File: src/rtl/cas_mf_pkg.sv
package cas_mf_pkg;

  // Fields of interest in one timeslot-16 octet (bit 1 is the MSB).
  typedef struct packed {
    logic nib_zero;   // bits 1-4 hold the alignment pattern 0000
    logic all_ones;   // whole octet is 8'hFF
    logic alarm_bit;  // bit 6, remote multiframe alarm
  } ts16_info_t;

  function automatic ts16_info_t decode_ts16(input logic [7:0] oct);
    ts16_info_t r;
    r.nib_zero  = (oct[7:4] == 4'h0);
    r.all_ones  = (oct == 8'hFF);
    r.alarm_bit = oct[2];
    return r;
  endfunction

endpackage

File: src/rtl/cas_mf_search.sv
module cas_mf_search #(
  parameter int PRE_LEN = 15,
  parameter int RUN_W   = $clog2(PRE_LEN + 1)
) (
  input  logic clk,
  input  logic rst_n,
  input  logic clr,
  input  logic stb,
  input  logic nib_zero,
  input  logic mode_g732,
  output logic found
);

  localparam logic [RUN_W-1:0] RUN_MAX = RUN_W'(PRE_LEN);

  logic [RUN_W-1:0] run_q, run_d;
  logic             qualified;
  logic             run_en;

  always_comb begin
    qualified = mode_g732 ? (run_q != '0) : (run_q >= RUN_MAX);
    found     = stb & ~clr & nib_zero & qualified;
    run_en    = clr | stb;
    run_d     = run_q;
    if (clr)
      run_d = '0;
    else if (stb) begin
      if (nib_zero)
        run_d = '0;
      else if (run_q != RUN_MAX)
        run_d = run_q + 1'b1;
    end
  end

  always_ff @(posedge clk or negedge rst_n) begin
    if (!rst_n)
      run_q <= '0;
    else if (run_en)
      run_q <= run_d;
  end

endmodule

File: src/rtl/cas_rmfa_debounce.sv
module cas_rmfa_debounce (
  input  logic clk,
  input  logic rst_n,
  input  logic clr,
  input  logic load,
  input  logic sample,
  input  logic bit_in,
  output logic rmfa_q
);

  logic prev_q, prev_d, rmfa_d, upd_en;

  always_comb begin
    upd_en = clr | load | sample;
    prev_d = prev_q;
    rmfa_d = rmfa_q;
    if (clr) begin
      prev_d = 1'b0;
      rmfa_d = 1'b0;
    end else if (load) begin
      prev_d = bit_in;
      rmfa_d = 1'b0;
    end else if (sample) begin
      prev_d = bit_in;
      if (bit_in == prev_q)
        rmfa_d = bit_in;
    end
  end

  always_ff @(posedge clk or negedge rst_n) begin
    if (!rst_n) begin
      prev_q <= 1'b0;
      rmfa_q <= 1'b0;
    end else if (upd_en) begin
      prev_q <= prev_d;
      rmfa_q <= rmfa_d;
    end
  end

endmodule

File: src/rtl/cas_ts16_ais.sv
module cas_ts16_ais #(
  parameter int AIS_FRAMES = 2,
  parameter int CNT_W      = $clog2(AIS_FRAMES + 1)
) (
  input  logic clk,
  input  logic rst_n,
  input  logic clr,
  input  logic stb,
  input  logic all_ones,
  output logic ais
);

  localparam logic [CNT_W-1:0] CNT_MAX = CNT_W'(AIS_FRAMES);

  logic [CNT_W-1:0] cnt_q, cnt_d;
  logic             cnt_en;

  always_comb begin
    cnt_en = clr | stb;
    cnt_d  = cnt_q;
    if (clr)
      cnt_d = '0;
    else if (stb) begin
      if (!all_ones)
        cnt_d = '0;
      else if (cnt_q != CNT_MAX)
        cnt_d = cnt_q + 1'b1;
    end
  end

  always_ff @(posedge clk or negedge rst_n) begin
    if (!rst_n)
      cnt_q <= '0;
    else if (cnt_en)
      cnt_q <= cnt_d;
  end

  assign ais = (cnt_q == CNT_MAX);

endmodule

File: src/rtl/cas_mf_align.sv
module cas_mf_align #(
  parameter int PRE_LEN    = 15,
  parameter int LOSS_ERRS  = 2,
  parameter int MF_LEN     = 16,
  parameter int AIS_FRAMES = 2
) (
  input  logic                      clk,
  input  logic                      rst_n,
  input  logic                      fa_lost,
  input  logic                      mode_g732,
  input  logic                      frame_stb,
  input  logic [7:0]                ts16,
  output logic                      oomf,
  output logic [$clog2(MF_LEN)-1:0] mf_num,
  output logic                      pat_err,
  output logic                      rmfa,
  output logic                      ts16_ais
);
  import cas_mf_pkg::*;

  localparam int MF_W  = $clog2(MF_LEN);
  localparam int ERR_W = $clog2(LOSS_ERRS + 1);
  localparam logic [MF_W-1:0]  MF_LAST  = MF_W'(MF_LEN - 1);
  localparam logic [ERR_W-1:0] ERR_LAST = ERR_W'(LOSS_ERRS - 1);

  ts16_info_t       info;
  logic             oomf_q, oomf_d;
  logic [MF_W-1:0]  mf_q, mf_d;
  logic [ERR_W-1:0] err_q, err_d;
  logic             perr_q, perr_d;
  logic             state_en;
  logic             found, alarm_sample;
  logic             srch_clr, deb_clr, ais_clr;
  logic             deb_q;

  assign info     = decode_ts16(ts16);
  assign srch_clr = fa_lost | ~oomf_q;
  assign deb_clr  = fa_lost | (oomf_q & ~found);
  assign ais_clr  = fa_lost | ~oomf_q;

  cas_mf_search #(.PRE_LEN(PRE_LEN)) u_search (
    .clk      (clk),
    .rst_n    (rst_n),
    .clr      (srch_clr),
    .stb      (frame_stb),
    .nib_zero (info.nib_zero),
    .mode_g732(mode_g732),
    .found    (found)
  );

  cas_rmfa_debounce u_debounce (
    .clk   (clk),
    .rst_n (rst_n),
    .clr   (deb_clr),
    .load  (found),
    .sample(alarm_sample),
    .bit_in(info.alarm_bit),
    .rmfa_q(deb_q)
  );

  cas_ts16_ais #(.AIS_FRAMES(AIS_FRAMES)) u_ais (
    .clk     (clk),
    .rst_n   (rst_n),
    .clr     (ais_clr),
    .stb     (frame_stb),
    .all_ones(info.all_ones),
    .ais     (ts16_ais)
  );

  // Multiframe state: search / lock, frame counter, error run.
  always_comb begin
    state_en     = fa_lost | frame_stb;
    oomf_d       = oomf_q;
    mf_d         = mf_q;
    err_d        = err_q;
    perr_d       = 1'b0;
    alarm_sample = 1'b0;
    if (fa_lost) begin
      oomf_d = 1'b1;
      mf_d   = '0;
      err_d  = '0;
    end else if (frame_stb) begin
      if (oomf_q) begin
        if (found) begin
          oomf_d = 1'b0;
          mf_d   = '0;
          err_d  = '0;
        end
      end else begin
        mf_d = (mf_q == MF_LAST) ? '0 : mf_q + 1'b1;
        if (mf_q == MF_LAST) begin
          if (info.nib_zero) begin
            err_d        = '0;
            alarm_sample = 1'b1;
          end else begin
            perr_d = 1'b1;
            if (err_q == ERR_LAST) begin
              oomf_d = 1'b1;
              mf_d   = '0;
              err_d  = '0;
            end else begin
              err_d = err_q + 1'b1;
            end
          end
        end
      end
    end
  end

  always_ff @(posedge clk or negedge rst_n) begin
    if (!rst_n) begin
      oomf_q <= 1'b1;
      mf_q   <= '0;
      err_q  <= '0;
    end else if (state_en) begin
      oomf_q <= oomf_d;
      mf_q   <= mf_d;
      err_q  <= err_d;
    end
  end

  always_ff @(posedge clk or negedge rst_n) begin
    if (!rst_n)
      perr_q <= 1'b0;
    else
      perr_q <= perr_d;
  end

  assign oomf    = oomf_q;
  assign mf_num  = mf_q;
  assign pat_err = perr_q;
  assign rmfa    = deb_q & ~oomf_q;

endmodule

File: config.mk
export PLATFORM = sky130hd
export DESIGN_NAME = cas_mf_align
export DESIGN_NICKNAME = d
export VERILOG_FILES = /design/src/rtl/cas_mf_pkg.sv /design/src/rtl/cas_mf_search.sv /design/src/rtl/cas_rmfa_debounce.sv /design/src/rtl/cas_ts16_ais.sv /design/src/rtl/cas_mf_align.sv
export SDC_FILE = /design/constraint.sdc
export NUM_CORES = 1
export LEC_CHECK = 0
export ABC_AREA = 1
export BUFFER_PORTS_ARGS = -buffer_cell sky130_fd_sc_hd__buf_2
export CAP_MARGIN = 30
export CORE_UTILIZATION = 30
export CTS_CLUSTER_SIZE = 28
export DETAILED_ROUTE_END_ITERATION = 8
export GPL_ROUTABILITY_DRIVEN = 0
export PLACE_DENSITY_LB_ADDON = 0.3
export SLEW_MARGIN = 15
export SYNTH_ARGS = -nofsm -noshare
export SYNTH_HDL_FRONTEND = slang
export SYNTH_SLANG_ARGS = --single-unit
File: constraint.sdc
create_clock -name clk -period 1.5 [get_ports clk]
set_input_delay 0 -clock clk [delete_from_list [all_inputs] [get_ports clk]]
set_output_delay 0 -clock clk [all_outputs]
set_load 0.01 [all_outputs]
# Yosys cells after proc, flatten, opt, wreduce, memory -nomap -nowiden
# Cells that the tools add are included.
# Widths: inputs -> output; s select.
# totals
latch_bits	0
memories	0
word_cells	99
register_bits	16
ramBits	0
mem_bits_ro	0
output_inout_bits	8
inputBits	13
# classes
n_mul	0
order_cmp	1
muxes	48
div	0
n_addsub	4
n_eq_ne	9
bitwise	14
n_shift	0
reduce_logical	15
# ops
operator	count
$mux 4	12
$mux 1	25
$mux 2	11
$reduce_and 3->1	4
$reduce_bool 3->1	4
$add 4x1->4 const B	2
$eq 8x8->1 const B	1
$or 1x1->1	6
$and 1x1->1	5
$add 2x1->2 const B	2
$eq 4x4->1 const B	1
$ge 4x4->1 const B	1
$logic_not 4->1	1
$ne 4x4->1 const B	1
$reduce_and 2->1	2
$reduce_and 4->1	1
$reduce_bool 2->1	2
$reduce_bool 4->1	1
$ne 3x2->1 const B	1
$ne 3x3->1 const B	1
$not 1->1	3
$eq 2x1->1 const B	1
$eq 2x2->1 const B	1
$ne 2x2->1 const B	1
$eq 1x1->1	1

# Depth between registers and ports, before layout
# Gate-level depths: netlist of the first run.
# logic_depth
ltp_word	12
ltp_mapped	8
mapped_depth_nobuf	8

# By module
# Synthesis of the first run repeated with hierarchy kept, for this count alone.
# hier_totals
hier_cells	147
area_unflattened_um2	1033.5
# modules_own_cells
mod	cells_per_inst	seq_area_each_um2	area_each_um2	instances
cas_mf_align	73	201.4	514.2	1
cas_mf_search	40	100.1	272.8	1
cas_ts16_ais	17	50.0	131.4	1
cas_rmfa_debounce	17	50.0	115.1	1

# Least setup slack after synthesis of the first run
# No wires, ideal clock.
# synth_path
path_type	reg2reg
start	register mf_q[0], in the netlist mf_num[0]
end	register mf_q[3], in the netlist mf_num[3]
path_slack_ps	182
setup_time_ps	74
stages_incl_launch_ff	6
arrival_ps	1244
synth_period_minus_slack_ps	1318
t_required_ps	1426
n_path_buf	0
cell_sequence	dfrtp_1 > ha_1 > nand3_1 > nand2_2 > or2_1 > o21ai_2
# synth_via
elab_chain_len	8
# synth_lines
item	line	rtl
from (decl)	cas_mf_align.sv:28	logic [MF_W-1:0] mf_q, mf_d;
from (signal assigned)	cas_mf_align.sv:117	mf_q <= mf_d;
$add 4x1->4 / $eq 4x4->1 (equally long branches)	cas_mf_align.sv:90, cas_mf_align.sv:91	
$mux 4	cas_mf_align.sv:90	mf_d = (mf_q == MF_LAST) ? '0 : mf_q + 1'b1;
$mux 4	cas_mf_align.sv:97	if (err_q == ERR_LAST) begin
$mux 4	cas_mf_align.sv:92	if (info.nib_zero) begin
$mux 4 (*)	cas_mf_align.sv:91	if (mf_q == MF_LAST) begin
$mux 4 (*)	cas_mf_align.sv:83	if (oomf_q) begin
$mux 4 (*)	cas_mf_align.sv:82	end else if (frame_stb) begin
$mux 4 (*)	cas_mf_align.sv:78	if (fa_lost) begin
# Every way passes the cells marked *; elsewhere a longest branch is shown, timed or not. The select of a mux whose other input is x is not followed.
# A chain may end at the register's enable or synchronous reset.

# Worst setup path in the final report of the first run
# Same ends and word-level chain as after synthesis.

==> summary.txt, run 1 <==
Clock Sinks -> 16
Netlist cell types -> 27
yosys warns -> 0
vias in the first global route -> 880
Max-Cap Viols -> 0
max_slew headroom -> 75.1%
first-pass GRT wire length -> 3810 um
drt pass-1 iters -> 4
syn nets -> 140
Mapped Cells -> 123
Post-synth top cells -> nand2_1, dfrtp_1, nand3_1, nor2_1, inv_1
actual slew at the worst max-slew pin -> 373 ps
Critical Path End Type -> flip-flop
later-pin clock latency in the skew report -> 280 ps
DRT iter0 DRCs -> 29
crit path DAT -> 1600 ps
Setup TNS -> 0 ps
cell row count -> 20
Power Density -> 727 nW/um^2
Initial Util -> 32.5%
slowest stage cell on the critical path -> dfrtp_1
pin count of the biggest net entering global routing -> 17
CTS tree -> built
clock-pin slew on the worst setup and hold paths -> 90 ps
DIE WIDTH -> 60.2 um
Max Freq -> 0.727 GHz
vias -> 907
asr flop ratio synth -> 100%
core box area -> 3130 sq um
final setup fails -> 0
Tcrit/Tclk final -> 91.7%
ant diodes -> 0
Via density -> 4.65
share of cells above drive strength 1 -> 33.1%
worst path buffer plus inverter count -> 0
Remaining DRCs -> 0
top post-synthesis cells by area -> dfrtp_1, nand2_1, nand3_1
minimum clock period -> 1380 ps
Synth Cell Area -> 1020 sq um
ys flop type -> dfrtp_1
CTS Buf Count -> 3
final WL -> 2120 um
flops & latches, synth -> 16
critical path, cell by cell -> ha_1 > nand3_1 > nand2_2 > or2_1 > o21ai_2
die footprint -> 3620 sq um
die height -> 60.2 um
IO buf count -> 20
most common cell in the netlist -> nand2_1
grt peak-use layer -> met2
HP Class -> in -> reg
GRT Total Usage -> 14.1%
average size of a mapped cell -> 8.26 sq um
Finished Layout Cells -> 195
Area Overhead vs Synth -> 21.3%
Max Slew Vio Count -> 0
clock root buffer -> clkbuf_4
GR Util met1 -> 18.2%
wire length per cell -> 10.9 um
maximum clock path buffer count -> 2
top cell type's share of synthesized area -> 36.9%
Hold Violations, Final -> 0
LEAKAGE -> 0.593 nW
kind of critical path -> reg -> reg
Worst VDD drop -> 399 uV
fin nets -> 169
startpoint types -> flip-flop
DP HPWL -> 1710 um
CTS resizes -> 0
met2 Use GR -> 23.4%
Clock Skews -> 1.38 ps
DP Cell Count -> 187
status -> finished clean
Crit path max-delay family -> simple AND/OR/NAND/NOR gates
CTS H-tree lvls -> 1
cell taking the most area after synthesis -> dfrtp_1
CP max stage delay -> 420 ps
number of synthesized flops with an enable pin -> 0
Ports -> 21
crit path max fanout -> 5
met3 Use GR -> 2.60%
initial antenna violation count -> 0
register area share after synthesis -> 39.5%
Required @ worst endpoint -> 1720 ps
GRT overflow -> 0
antenna-violating nets left -> 0
RSZ-0062 raised after global routing -> false
[path summary, 6_finish.rpt]
path                                       start                    end  slack [ps]  cells past startpoint
min in group asynchronous                  rst_n  mf_num[3]$_DFFE_PN0P_         150                      2
max in group asynchronous                  rst_n       oomf$_DFFE_PN1P_        1040                      2
min reg2reg                 err_q[1]$_DFFE_PN0P_   err_q[1]$_DFFE_PN0P_         500                      2
min                                    frame_stb      pat_err$_DFF_PN0_          50                      2
max                        mf_num[0]$_DFFE_PN0P_  mf_num[3]$_DFFE_PN0P_         120                      5
max reg2reg                mf_num[0]$_DFFE_PN0P_  mf_num[3]$_DFFE_PN0P_         120                      5
[repair_timing]
action,4_1_cts,5_1_grt
endpoints found under the hold margin,17,0
hold buffers,2,0
setup buffers,0,2
setup endpoints to repair,0,2
[power breakdown]
group          switching (W)  internal, W
Sequential         0.0000191     0.000454
Clock               0.000135     0.000103
Combinational       0.000114    0.0000714
[sequential cells by signal, summed over array words and instances (netlist names)]
| register | flops |
|---|---|
| oomf | 1 |
| err_q | 2 |
| mf_num | 4 |
| u_debounce.prev_q | 1 |
| u_debounce.rmfa_q | 1 |
| u_ais.cnt_q | 2 |
| u_search.run_q | 4 |
| pat_err | 1 |
[area by class of cell]
cell class                 count  area [sq um]
multi-input combinational     93           561
timing repair buffer          24           135
sequential                    16           402
clock buffer                   4          26.3
fill                         312          1900
tap                           44          55.1
inverter                      14          53.8
[per-stage QoR]
step | util (%) | setup slack [ps] | hold slack (ps) | area, sq um | power (W)
after floorplan | - | 182 | -296 | 1020 | 0.000594
after global placement | 37.4 | 120 | -53.7 | 1170 | 0.000653
after detailed placement | 37.4 | 94.9 | -46.8 | 1170 | 0.000659
after CTS | 38.9 | 73.6 | 37.5 | 1220 | 0.000907
after global routing | 39.4 | 16.0 | 52.0 | 1230 | 0.000959
final | 39.4 | 125 | 51.4 | 1230 | 0.000897
[placed cells by master (no fill, tap or decap), types with 2 or more instances in the layout]
| master | count |
|---|---|
| buf_4 | 2 |
| nand2_2 | 7 |
| dfrtp_1 | 15 |
| nand2_1 | 21 |
| ha_1 | 4 |
| o21ai_1 | 7 |
| clkbuf_4 | 3 |
| xor2_1 | 2 |
| inv_2 | 3 |
| dlygate4sd3_1 | 2 |
| o21ai_2 | 5 |
| nand2_4 | 2 |
| nor2_4 | 2 |
| nand3_1 | 14 |
| nor2_1 | 11 |
| buf_2 | 20 |
| nand4_1 | 7 |
| inv_1 | 9 |
| or2_1 | 2 |
[metal layers]
| layer | wire length (um) | vias to the layer above |
|---|---|---|
| met2 | 987 | 24 |
| met4 | 14 | 0 |
| met1 | 1030 | 411 |
| li1 | - | 470 |
| met5 | 0 | - |
| met3 | 89 | 2 |
[kinds of logic after synthesis]
family	synth area share (%)
AO/OA/AOI/OAI	9.48
XOR/XNOR	2.59
adder cells (fa/ha/maj)	4.93
buffers and inverters	5.29
flip-flops	39.5
AND/OR/NAND/NOR	38.2
[worst register-to-register path: stages, from the launching register on]
cell and delay (ps):
dfrtp_1 420, ha_1 240, nand3_1 170, nand2_2 120, or2_1 250, o21ai_2 120
Note: power is estimated with default switching activity, not from simulation.
==> run 2, diff against run 1 <==
clock period = 1.2 ns   (was 1.5 ns; I/O delays follow)
==> summary.txt, run 2 (synthesis gave the netlist of run 1 again) <==
Worst VDD drop -> 318 uV (-20%)
wire length per cell -> 11.3 um (+4.5%)
Switching Share -> 30.8% (+0.93 points)
die height -> 60.2 um (unchanged)
DP Cell Count -> 197 (+5.3%)
Crit path max-delay family -> flip-flops
LEAKAGE -> 0.693 nW (+17%)
Finished Layout Cells -> 212 (+8.7%)
Initial Util -> 32.5% (unchanged)
ant diodes -> 0 (unchanged)
clock root buffer -> clkbuf_4
CTS H-tree lvls -> 1 (unchanged)
Area Overhead vs Synth -> 48.5%
DIE WIDTH -> 60.2 um (unchanged)
CTS tree -> built
Critical Path End Type -> flip-flop
Comb pwr share -> 28.7% (+8.0 points)
DRT iter0 DRCs -> 50 (+72%)
core box area -> 3130 sq um (unchanged)
worst path buffer plus inverter count -> 3 (+3)
Clock Sinks -> 16 (unchanged)
Setup TNS -> -1410 ps (-1410 ps)
vias in the first global route -> 897 (+1.9%)
drt pass-1 iters -> 4 (unchanged)
final WL -> 2410 um (+14%)
IO buf count -> 20 (unchanged)
Flop pwr share -> 47.3% (-5.5 points)
Hold Violations, Final -> 0 (unchanged)
cell row count -> 20 (unchanged)
max_slew headroom -> 74.3% (-0.81 points)
crit path max fanout -> 6 (+1)
share of cells above drive strength 1 -> 50.6% (+17 points)
Required @ worst endpoint -> 1410 ps (-310 ps)
slowest stage cell on the critical path -> dfstp_2
Tcrit/Tclk final -> 111% (+19 points)
Ports -> 21 (unchanged)
antenna-violating nets left -> 0 (unchanged)
pin count of the biggest net entering global routing -> 17 (unchanged)
clock-pin slew on the worst setup and hold paths -> 100 ps (about the same)
Max Freq -> 0.753 GHz (+3.5%)
kind of critical path -> reg -> reg
initial antenna violation count -> 0 (unchanged)
commonest non-fill, non-tap cells in the layout -> nand2_1, buf_2, dfrtp_1, buf_4
Max-Cap Viols -> 0 (unchanged)
die footprint -> 3620 sq um (unchanged)
RSZ-0062 raised after global routing -> true
crit-path most repeated cell -> nor2_4
final setup fails -> 16 (+16)
maximum clock path buffer count -> 2 (unchanged)
CP max stage delay -> 600 ps (+180 ps)
HP Class -> in -> reg
failing checks -> setup timing
Sw Pwr -> 0.000387 W (+44%)
worst setup margin -> -128 ps (-253 ps)
critical path, cell by cell -> inv_2 > nor2_4 > buf_12 > inv_4 > nor2_4 > nand2_2 > a22oi_2
Power Density -> 832 nW/um^2 (+14%)
clock share of power -> 24.1% (-2.5 points)
crit path DAT -> 1540 ps (-60 ps)
startpoint types -> flip-flop
DP HPWL -> 1710 um (+0.41%)
minimum clock period -> 1330 ps (-46.9 ps)
later-pin clock latency in the skew report -> 290 ps (about the same)
Pwr Total -> 0.00126 W (+40%)
internal power -> 0.000868 W (+38%)
GRT Total Usage -> 14.3% (+0.19 points)
vias -> 984 (+8.5%)
status -> complete, but fails checks
Max Slew Vio Count -> 0 (unchanged)
Remaining DRCs -> 0 (unchanged)
fin nets -> 186 (+10%)
Via density -> 4.64 (-0.21%)
CTS Buf Count -> 3 (unchanged)
first-pass GRT wire length -> 3790 um (-0.53%)
Clock Skews -> 5.42 ps (+4.04 ps)
actual slew at the worst max-slew pin -> 385 ps (+12.1 ps)
GRT overflow -> 0 (unchanged)
-- run 2: changes by cell type in the layout (fill, tap and decap cells not counted), sizes merged --
cell	previous run	this run
dlygate4sd3	2	3
buf	22	38
-- run 2: worst paths after layout --
| check | slack, ps | start | cells past startpoint | endpoint |
|---|---|---|---|---|
| max | -130 | oomf$_DFFE_PN1P_ | 7 | u_search.run_q[2]$_DFFE_PN0P_ |
| min | 90 | fa_lost | 4 | err_q[1]$_DFFE_PN0P_ |
| max reg2reg | -130 | oomf$_DFFE_PN1P_ | 7 | u_search.run_q[2]$_DFFE_PN0P_ |
| min reg2reg | 490 | u_debounce.rmfa_q$_DFFE_PN0P_ | 2 | u_debounce.rmfa_q$_DFFE_PN0P_ |
| max in group asynchronous | 730 | rst_n | 2 | oomf$_DFFE_PN1P_ |
| min in group asynchronous | 150 | rst_n | 2 | mf_num[1]$_DFFE_PN0P_ |
-- run 2: what timing repair did --
| item | 4_1_cts | 5_1_grt |
|---|---|---|
| endpoints found under the hold margin | 18 | 0 |
| pin swaps | 12 | 7 |
| buffers inserted | 6 | 3 |
| hold buffers | 3 | 0 |
| endpoints found under the setup margin | 15 | 17 |
| gates resized for setup | 12 | 14 |
-- run 2: metrics by stage --
step / hold slack, ps / setup slack [ps] / utilization [%] / area [sq um]
2_1_floorplan: -296 / -90.3 / - / 1040
3_3_place_gp: -64.2 / -134 / 40.6 / 1270
3_5_place_dp: -58.6 / -158 / 40.6 / 1270
4_1_cts: 71.2 / -136 / 45.5 / 1420
5_1_grt: 86.8 / -215 / 48.2 / 1510
6_report: 89.0 / -128 / 48.2 / 1510
-- run 2: area by class of cell --
class / count / area (sq um)
clock buffer: 4 / 26.3
inverter: 14 / 60.1
fill: 291 / 1620
timing repair buffer: 41 / 295
sequential: 16 / 403
tap: 44 / 55.1
multi-input combinational: 93 / 669
-- run 2: worst register-to-register path, stage by stage, from the launching register on --
cell     delay (ps)
dfstp_2         600
inv_2            80
nor2_4          110
buf_12          140
inv_4            40
nor2_4          100
nand2_2          60
a22oi_2         140
-- run 2: power groups by stage --
| stage | clock network [W] | logic [W] | registers, W |
|---|---|---|---|
| after floorplan | 0 | 0.000148 | 0.000604 |
| after global placement | 0 | 0.000263 | 0.000600 |
| after detailed placement | 0 | 0.000270 | 0.000601 |
| after CTS | 0.000320 | 0.000320 | 0.000592 |
| after global routing | 0.000351 | 0.000395 | 0.000598 |
| final | 0.000302 | 0.000360 | 0.000593 |
-- run 2: routing by layer --
metal | up-vias | wire length (um) | global-route usage, %
li1 | 508 | - | -
met2 | 23 | 1250 | 24.2
met4 | 0 | 12 | 6.31
met5 | - | 0 | 0
met3 | 2 | 95 | 3.68
met1 | 451 | 1050 | 16.9
==> run 3, diff against run 2 <==
CORE_UTILIZATION = 48   (was 30)
==> summary.txt, run 3 (synthesis gave the netlist of run 1 again) <==
status -> complete, but fails checks
failing checks -> setup timing
final WL -> 2510 um (+4.5%)
share of cells above drive strength 1 -> 51.8% (+1.2 points)
Remaining DRCs -> 0 (unchanged)
Worst Setup SP -> u_search.run_q[0]$_DFFE_PN0P_
critical path, cell by cell -> ha_2 > nand3_2 > nand2_2 > nand3_4 > nand2_4 > nand2_8 > nand2_2 > o21ai_2
drt pass-1 iters -> 4 (unchanged)
Via density -> 5.14 (+11%)
cell row count -> 16 (-20%)
GRT overflow -> 0 (unchanged)
Hold Violations, Final -> 0 (unchanged)
Max Slew Vio Count -> 0 (unchanged)
internal power -> 0.000899 W (+3.5%)
Metal-1 WL -> 1020 um (-2.6%)
DIE WIDTH -> 48.0 um (-20%)
vias in the first global route -> 871 (-2.9%)
RSZ-0062 raised after global routing -> true
initial antenna violation count -> 0 (unchanged)
crit-path most repeated cell -> nand2_2
DP HPWL -> 1790 um (+4.3%)
Clock Sinks -> 16 (unchanged)
DRT iter0 DRCs -> 20 (-60%)
minimum clock period -> 1360 ps (+29.7 ps)
core box area -> 1980 sq um (-37%)
final cell area excluding filler cells -> 1450 sq um (-3.6%)
wire length per cell -> 13.2 um (+16%)
HP Class -> in -> reg
Max Freq -> 0.736 GHz (-2.2%)
Switching Share -> 30.2% (-0.59 points)
uppermost layer routed -> met4
CTS Buf Count -> 3 (unchanged)
Final Util -> 73.4% (+25 points)
RR Endpoint -> mf_num[2]$_DFFE_PN0P_
crit path max fanout -> 8 (+2)
Filler cells -> 138 (-53%)
Tcrit/Tclk final -> 113% (+2.5 points)
Critical Path End Type -> flip-flop
Setup TNS -> -1680 ps (-278 ps)
Required @ worst endpoint -> 1390 ps (-20 ps)
die height -> 48.0 um (-20%)
actual slew at the worst max-slew pin -> 384 ps (-1.41 ps)
fin nets -> 182 (-2.2%)
clock-pin slew on the worst setup and hold paths -> 100 ps (about the same)
Crit Reg-Reg Startpoint -> u_search.run_q[0]$_DFFE_PN0P_
CTS tree -> built
clock share of power -> 28.1% (+4.0 points)
first-pass GRT wire length -> 3680 um (-2.9%)
Worst Hold Depth -> 2 (-2)
hold-critical path endpoint -> pat_err$_DFF_PN0_
commonest non-fill, non-tap cells in the layout -> buf_2, nand2_1, dfrtp_1, buf_4
Max-Cap Viols -> 0 (unchanged)
most common cell after layout, fill and taps aside -> buf_2
pin count of the biggest net entering global routing -> 17 (unchanged)
Routed met3 length -> 52 um (-45%)
Setup WS pre-CTS -> -168 ps (-9.84 ps)
Crit path max-delay family -> simple AND/OR/NAND/NOR gates
later-pin clock latency in the skew report -> 290 ps (about the same)
Initial Util -> 51.3% (+19 points)
start point of the worst min-delay path -> frame_stb
worst setup margin -> -158 ps (-29.7 ps)
antenna-violating nets left -> 0 (unchanged)
maximum clock path buffer count -> 2 (unchanged)
placed inst area -> 1250 sq um (-1.7%)
clock root buffer -> clkbuf_4
final setup fails -> 15 (-1)
worst setup slack for register-to-register paths -> -160 ps (-30 ps)
R2R depth -> 8 (+1)
kind of critical path -> reg -> reg
Sw Pwr -> 0.000389 W (+0.64%)
LEAKAGE -> 0.688 nW (-0.63%)
max_slew headroom -> 74.4% (+0.094 points)
CTS H-tree lvls -> 1 (unchanged)
Area Overhead vs Synth -> 43.1%
Clock Skews -> 6.02 ps (+0.602 ps)
die footprint -> 2300 sq um (-36%)
Comb pwr share -> 25.8% (-2.9 points)
CP max stage delay -> 390 ps (-210 ps)
startpoint types -> flip-flop
slowest stage cell on the critical path -> dfrtp_1
Ports -> 21 (unchanged)
Worst VDD drop -> 644 uV (+100%)
IO buf count -> 20 (unchanged)
vias -> 981 (-0.30%)
crit path DAT -> 1550 ps (about the same)
Power Density -> 886 nW/um^2 (+6.5%)
DR WL met2 -> 1390 um (+12%)
ant diodes -> 0 (unchanged)
GRT Total Usage -> 23.5% (+9.2 points)
worst path buffer plus inverter count -> 0 (-3)
Flop pwr share -> 46.1% (-1.2 points)
run 3: changes by cell type in the layout (fill, tap and decap cells not counted), sizes merged:
cell	delta
dlygate4sd3	-1
buf	-3
run 3: stage by stage:
step	hold slack, ps	std cells	power [W]
after floorplan	-296	123	0.000752
after global placement	-70.5	180	0.000859
after detailed placement	-64.9	180	0.000869
after CTS	16.1	191	0.00127
after global routing	15.6	191	0.00136
final	18.4	191	0.00129
run 3: worst max path at each step:
stage	to	slack [ps]	cells after the start
floorplan	u_search.run_q[2]$_DFFE_PN0P_	-90	6
global placement	mf_num[2]$_DFFE_PN0P_	-100	7
detailed placement	err_q[1]$_DFFE_PN0P_	-170	8
CTS	mf_num[2]$_DFFE_PN0P_	-140	8
global route	mf_num[0]$_DFFE_PN0P_	-210	8
finish	mf_num[2]$_DFFE_PN0P_	-160	8
run 3: area by class of cell:
type	count	area (sq um)	area share, %
Sequential cell	16	403	27.7
Multi-Input combinational cell	93	671	46.1
Inverter	14	62.6	4.30
Clock buffer	4	36.3	2.50
Tap cell	27	33.8	2.32
Timing Repair Buffer	37	248	17.0
run 3: metal layers:
| metal | track usage [%] | vias up |
|---|---|---|
| li1 | - | 497 |
| met4 | 10.6 | 0 |
| met1 | 26.4 | 456 |
| met2 | 42.2 | 20 |
| met3 | 4.91 | 8 |
| met5 | 0 | - |
run 3: power groups by stage:
stage	clock network, W	registers [W]	logic, W
after floorplan	0	0.000604	0.000148
after global placement	0	0.000598	0.000261
after detailed placement	0	0.000601	0.000268
after CTS	0.000372	0.000591	0.000305
after global routing	0.000401	0.000596	0.000364
final	0.000362	0.000594	0.000332
run 3: timing repair:
item | 4_1_cts | 5_1_grt
resized for setup | 12 | 16
setup buffers | 5 | 0
setup endpoints to repair | 15 | 16
hold buffers | 2 | 0
pin swaps | 11 | 9
endpoints found under the hold margin | 17 | 0
